$ cat src/rtl/brc_pkg.sv
package brc_pkg;
  parameter int BYTE_W  = 7;
  parameter int NBYTES  = 4;
  parameter int ADDR_W  = BYTE_W * NBYTES;
  parameter int LEN_W   = 4;

  typedef enum logic [1:0] {
    BK_SEQ = 2'b00,
    BK_JMP = 2'b01,
    BK_JEQ = 2'b10,
    BK_JLT = 2'b11
  } brc_kind_e;
endpackage

$ cat src/rtl/brc_lane_adder.sv
// Byte-lane ripple adder: sums two words lane by lane, wrapping at the top.
module brc_lane_adder #(
  parameter int BYTE_W = 7,
  parameter int NBYTES = 4,
  localparam int W = BYTE_W * NBYTES
) (
  input  logic [W-1:0] a,
  input  logic [W-1:0] b,
  input  logic         cin,
  output logic [W-1:0] sum
);
  logic [NBYTES-1:0] lane_c;
  assign lane_c[0] = cin;

  for (genvar i = 0; i < NBYTES; i++) begin : g_lane
    logic [BYTE_W-1:0] la, lb;
    assign la = a[i*BYTE_W +: BYTE_W];
    assign lb = b[i*BYTE_W +: BYTE_W];
    if (i < NBYTES - 1) begin : g_mid
      logic [BYTE_W:0] wide;
      assign wide = {1'b0, la} + {1'b0, lb} + {{BYTE_W{1'b0}}, lane_c[i]};
      assign sum[i*BYTE_W +: BYTE_W] = wide[BYTE_W-1:0];
      assign lane_c[i+1] = wide[BYTE_W];
    end else begin : g_top
      assign sum[i*BYTE_W +: BYTE_W] = la + lb + {{(BYTE_W-1){1'b0}}, lane_c[i]};
    end
  end
endmodule

$ cat src/rtl/brc_cond_eval.sv
// Decides whether the branch of the given kind is taken under the given flags.
module brc_cond_eval
  import brc_pkg::*;
(
  input  brc_kind_e kind,
  input  logic      zf,
  input  logic      sf,
  input  logic      of,
  output logic      taken
);
  always_comb begin
    unique case (kind)
      BK_SEQ:  taken = 1'b0;
      BK_JMP:  taken = 1'b1;
      BK_JEQ:  taken = zf;
      BK_JLT:  taken = sf ^ of;
      default: taken = 1'b0;
    endcase
  end
endmodule

$ cat src/rtl/brc_off_sel.sv
// Picks the branch offset; a not-taken branch contributes zero.
module brc_off_sel #(
  parameter int W = 28
) (
  input  logic [W-1:0] reg_val,
  input  logic [W-1:0] imm_val,
  input  logic         use_imm,
  input  logic         taken,
  output logic [W-1:0] off
);
  always_comb begin
    if (!taken)       off = '0;
    else if (use_imm) off = imm_val;
    else              off = reg_val;
  end
endmodule

$ cat src/rtl/brc_next_pc.sv
module brc_next_pc
  import brc_pkg::*;
#(
  parameter int BW = BYTE_W,
  parameter int NB = NBYTES,
  parameter int LW = LEN_W,
  localparam int AW = BW * NB
) (
  input  logic          clk,
  input  logic          rst_n,
  input  logic          req_valid,
  input  logic [1:0]    br_kind,
  input  logic [AW-1:0] cur_pc,
  input  logic [LW-1:0] ins_len,
  input  logic [AW-1:0] off_reg,
  input  logic [AW-1:0] off_imm,
  input  logic          off_imm_sel,
  input  logic          flg_zero,
  input  logic          flg_sign,
  input  logic          flg_ovf,
  output logic          res_valid,
  output logic          res_taken,
  output logic [AW-1:0] res_pc
);
  // reset: asynchronous assert, synchronous release
  logic rst_s1, rst_q;
  always_ff @(posedge clk or negedge rst_n) begin
    if (!rst_n) begin
      rst_s1 <= 1'b0;
      rst_q  <= 1'b0;
    end else begin
      rst_s1 <= 1'b1;
      rst_q  <= rst_s1;
    end
  end

  brc_kind_e kind;
  assign kind = brc_kind_e'(br_kind);

  logic          take;
  logic [AW-1:0] off_eff, fall_pc, new_pc, len_ext;

  brc_cond_eval u_cond (
    .kind (kind), .zf (flg_zero), .sf (flg_sign), .of (flg_ovf), .taken (take)
  );

  brc_off_sel #(.W(AW)) u_off (
    .reg_val (off_reg), .imm_val (off_imm), .use_imm (off_imm_sel),
    .taken (take), .off (off_eff)
  );

  assign len_ext = {{(AW-LW){1'b0}}, ins_len};

  brc_lane_adder #(.BYTE_W(BW), .NBYTES(NB)) u_fall (
    .a (cur_pc), .b (len_ext), .cin (1'b0), .sum (fall_pc)
  );

  brc_lane_adder #(.BYTE_W(BW), .NBYTES(NB)) u_tgt (
    .a (fall_pc), .b (off_eff), .cin (1'b0), .sum (new_pc)
  );

  // next-state
  logic          valid_d, taken_d, pc_en;
  logic [AW-1:0] pc_d;
  always_comb begin
    valid_d = req_valid;
    taken_d = req_valid & take;
    pc_en   = req_valid;
    pc_d    = new_pc;
  end

  // registers
  always_ff @(posedge clk or negedge rst_q) begin
    if (!rst_q) begin
      res_valid <= 1'b0;
      res_taken <= 1'b0;
    end else begin
      res_valid <= valid_d;
      res_taken <= taken_d;
    end
  end

  always_ff @(posedge clk or negedge rst_q) begin
    if (!rst_q)     res_pc <= '0;
    else if (pc_en) res_pc <= pc_d;
  end
endmodule

$ cat config.mk
export PLATFORM = sky130hd
export DESIGN_NAME = brc_next_pc
export DESIGN_NICKNAME = d
export VERILOG_FILES = /design/src/rtl/brc_pkg.sv /design/src/rtl/brc_lane_adder.sv /design/src/rtl/brc_cond_eval.sv /design/src/rtl/brc_off_sel.sv /design/src/rtl/brc_next_pc.sv
export SDC_FILE = /design/constraint.sdc
export NUM_CORES = 1
export LEC_CHECK = 0
export CAP_MARGIN = 20
export CORE_MARGIN = 4
export CORE_UTILIZATION = 46
export CTS_BUF_LIST = sky130_fd_sc_hd__clkbuf_4 sky130_fd_sc_hd__clkbuf_8
export CTS_CLUSTER_SIZE = 28
export DETAILED_ROUTE_END_ITERATION = 8
export HOLD_SLACK_MARGIN = 0.05
export PLACE_DENSITY = 0.84
export REMOVE_ABC_BUFFERS = 1
export SLEW_MARGIN = 30
export SYNTH_ARGS = -nofsm -noshare
export SYNTH_HDL_FRONTEND = slang
export SYNTH_SLANG_ARGS = --single-unit
$ cat constraint.sdc
create_clock -name clk -period 1.08 [get_ports clk]
set_input_delay 0.162 -clock clk [delete_from_list [all_inputs] [get_ports clk]]
set_output_delay 0.162 -clock clk [all_outputs]
set_load 0.02 [all_outputs]
==> flow_metrics.tcl <==
set metrics [dict create \
    seqCellArea_um2 801 \
    global_route_wire_length_before_repair_um 19300 \
    avgViaCountPerCell 5.57 \
    first_global_vias 3981 \
    grt_antenna_before_repair 0 \
    detailedPlacementHpwl_um 7790 \
    static-leakage-power_uw 0.00276 \
    final_ant_viol_nets 0 \
    power.combinational.fraction 0.599 \
    netlist_instances 350 \
    critical_path_endpoint_category "register" \
    drtIter0Drc 138 \
    p_seq_frac 0.255 \
    placementRows 30 \
    cpPeakStageDelay_ns 0.57 \
    design.die.area_um2 8350 \
    worst-endpoint-arrival_ns 5.81 \
    clkSlewWorstSetupHoldPaths_ns 0.07 \
    p_sw_frac 0.393 \
    period_minus_ws_final_ns 5.63 \
    asyncSetResetFlopFracSynth 1.00 \
    finalMaxSlewViolations 0 \
    power.density_nw_per_um2 1190 \
    grt_max_degree 29 \
    timing.critical_path.fanout_max 2 \
    yosys.cell_types.count 48 \
    total_switching_power_uw 2690 \
    min_period_over_period 5.22 \
    synth_ff_type "sky130_fd_sc_hd__dfrtp_1" \
    n_fill_cell 371 \
    timing.fmax_mhz 177 \
    cpMostUsedCell "sky130_fd_sc_hd__fa_2" \
    final_critical_path_setup_slack_ns -4.55 \
    post_dp_cell_area_um2 5110 \
    multi_input_comb_area_um2 2660 \
    via_count 3659 \
    cts_made_buffers 5 \
    netlist_top_cells_count "sky130_fd_sc_hd__nor2_1, sky130_fd_sc_hd__ha_1, sky130_fd_sc_hd__dfrtp_1, sky130_fd_sc_hd__mux2i_1, sky130_fd_sc_hd__nand2_1" \
    setup_viol_count_final 28 \
    clock_latency_ns 0.29 \
    cts.root.buffer_cell "sky130_fd_sc_hd__clkbuf_8" \
    rsz0062_at_grt "true" \
    synth_area_leader_cell "sky130_fd_sc_hd__dfrtp_1" \
    seq_area_frac_synth 0.250 \
    synth_top_area_share 0.250 \
    hold_viol_final 0 \
    place.port_buffers 126 \
    top_level_ports 127 \
    insertedDiodeCount 0 \
    core_um2 6760 \
    violations "negative setup slack" \
    globalRouteTotalUtil 0.282 \
    net_count_final 719 \
    grt_overflow 0 \
    worstSetupStartpointType "primary input" \
    ys_warn_count 0 \
    global_placer_s_final_weighted_congestion 0.816 \
    power_report.internal_total_uw 4150 \
    drt-total-wl_um 12500 \
    slowest_stage "sky130_fd_sc_hd__fa_2" \
    vdd_drop_max_v 0.000718 \
    remaining_drc_errors 0 \
    clock_sinks 32 \
    initial_utilization 0.474 \
    yosys_register_bits 32 \
    path_class "primary input to register" \
    synthMostInstantiatedCell "sky130_fd_sc_hd__nor2_1" \
    status "complete, but fails checks" \
    floorplan.die.width_um 91.4 \
    synth.avg_cell_area_um2 9.14 \
    layout-drive-gt1-share 0.412 \
    finalClockSkew_ns 0.00461 \
    hp-class "register to asynchronous set/reset pin" \
    post_drt_wl_per_cell_um 19.0 \
    cts_tree "built" \
    number_of_flops_mapped_to_enable_cells_by_yosys 0 \
    synthTopCellsByArea "sky130_fd_sc_hd__dfrtp_1, sky130_fd_sc_hd__ha_1, sky130_fd_sc_hd__mux2i_1" \
    critPathRequiredTime_ns 1.25 \
    cts_max_path_buffers 2 \
    first_pass_iteration_count_of_the_detailed_router 4 \
    dieHeight_um 91.4 \
    share_clk_of_total_power 0.146 \
    syn-cell-area_um2 3200 \
    area_delta_synth_final_pct 78.9 \
    power_uw 6840 \
    cts-htree-levels 2 \
    max_cap_violations 0 \
    layout.cell_area.non_filler_um2 5720 \
]
-- routing by layer --
layer  part of all wire  global-route usage
met4              0.041              0.0791
met5                  0                   0
met1               0.36               0.302
met3              0.054              0.0539
met2               0.54               0.552
-- critical path: cells and delay by family --
kind	cells	cell delay, ns
fa+ha+maj	8	2.48
compound gates	16	2.37
mux	1	0.27
buf+inv	3	0.22
simple gates	2	0.21
xor+xnor	1	0.10
-- cell families after synthesis --
kind of cell / count (synthesis) / share of synthesized area
simple gates: 108 / 0.169
compound gates: 61 / 0.129
other cells: 1 / 0.00117
fa+ha+maj: 46 / 0.199
flops: 32 / 0.250
xor+xnor: 27 / 0.0739
mux: 40 / 0.130
buf+inv: 35 / 0.0481
-- power by group through the flow --
| stage | clock, µW | sequential, µW | combinational, µW |
|---|---|---|---|
| global placement | 0 | 1720 | 3350 |
| floorplan | 0 | 2110 | 1220 |
| finish | 996 | 1740 | 4100 |
| CTS | 982 | 1700 | 3830 |
| detailed placement | 0 | 1720 | 3480 |
| global route | 1050 | 1770 | 4380 |
-- worst paths after layout --
check                           start         end  slack, ns  cells past startpoint
hold reg to reg                 rst_q  res_pc[16]       0.07                      0
setup / recovery            cur_pc[0]  res_pc[27]      -4.55                     31
max in group asynchronous       rst_n      rst_s1       0.37                      2
setup reg to reg           res_pc[26]  res_pc[26]       0.05                      3
min in group clk               rst_s1       rst_q       0.36                      0
hold / removal                  rst_q  res_pc[16]       0.07                      0
-- final cells by class --
class / instances / area share
Multi-Input combinational cell: 283 / 0.465
Tap cell: 80 / 0.0175
Sequential cell: 32 / 0.140
Timing Repair Buffer: 232 / 0.347
Inverter: 22 / 0.0149
Clock buffer: 6 / 0.0144
Clock inverter: 2 / 0.00175
-- layout by cell type, fill, tap and decap left out, types with 3 or more instances in the layout --
cell type | synthesis | routed
sky130_fd_sc_hd__or2_1 | 3 | 3
sky130_fd_sc_hd__fa_2 | 0 | 8
sky130_fd_sc_hd__mux2_4 | 0 | 11
sky130_fd_sc_hd__buf_2 | 12 | 34
sky130_fd_sc_hd__mux2i_1 | 28 | 26
sky130_fd_sc_hd__nand2_1 | 20 | 20
sky130_fd_sc_hd__nand3_1 | 7 | 7
sky130_fd_sc_hd__o21ai_2 | 0 | 10
sky130_fd_sc_hd__dlygate4sd2_1 | 0 | 6
sky130_fd_sc_hd__inv_1 | 18 | 12
sky130_fd_sc_hd__ha_1 | 38 | 30
sky130_fd_sc_hd__buf_6 | 1 | 17
sky130_fd_sc_hd__nor2_1 | 39 | 36
sky130_fd_sc_hd__a21o_1 | 10 | 10
sky130_fd_sc_hd__and3_1 | 4 | 4
sky130_fd_sc_hd__nor2b_1 | 8 | 4
sky130_fd_sc_hd__dfrtp_1 | 32 | 32
sky130_fd_sc_hd__buf_12 | 0 | 3
sky130_fd_sc_hd__xnor2_1 | 16 | 13
sky130_fd_sc_hd__or3_1 | 7 | 6
sky130_fd_sc_hd__nand3b_1 | 4 | 4
sky130_fd_sc_hd__clkbuf_8 | 0 | 6
sky130_fd_sc_hd__o2111ai_1 | 3 | 3
sky130_fd_sc_hd__a31oi_1 | 3 | 3
sky130_fd_sc_hd__buf_4 | 0 | 89
sky130_fd_sc_hd__o21ai_1 | 11 | 3
sky130_fd_sc_hd__ha_4 | 0 | 7
sky130_fd_sc_hd__a21boi_2 | 0 | 3
sky130_fd_sc_hd__inv_2 | 4 | 9
sky130_fd_sc_hd__xor2_1 | 11 | 9
sky130_fd_sc_hd__clkdlybuf4s50_1 | 0 | 79
sky130_fd_sc_hd__a21oi_2 | 0 | 7
-- per-stage QoR --
step	setup slack (ns)	cells	hold WS, ns	TNS, ns	utilization
finish	-4.55	657	0.0697	-70.81	0.847
global placement	-5.13	623	0.0615	-86.91	0.756
global route	-4.76	657	0.0815	-74.30	0.847
floorplan	-4.84	337	-0.134	-77.44	-
CTS	-4.50	660	0.0723	-69.04	0.843
detailed placement	-5.28	623	0.0641	-89.36	0.756
-- registers in the layout (all words and copies together), names as in the netlist --
name,cells
rst_q,1
res_taken,1
res_valid,1
res_pc,28
rst_s1,1
-- what timing repair did --
action | CTS | global route
resized for setup | 266 | 28
pin swaps | 70 | 38
endpoints found under the setup margin | 59 | 30
setup buffers | 32 | 12
hold buffers | 1 | 0
endpoints found under the hold margin | 2 | 0
Power figures use the tool's default switching activity.
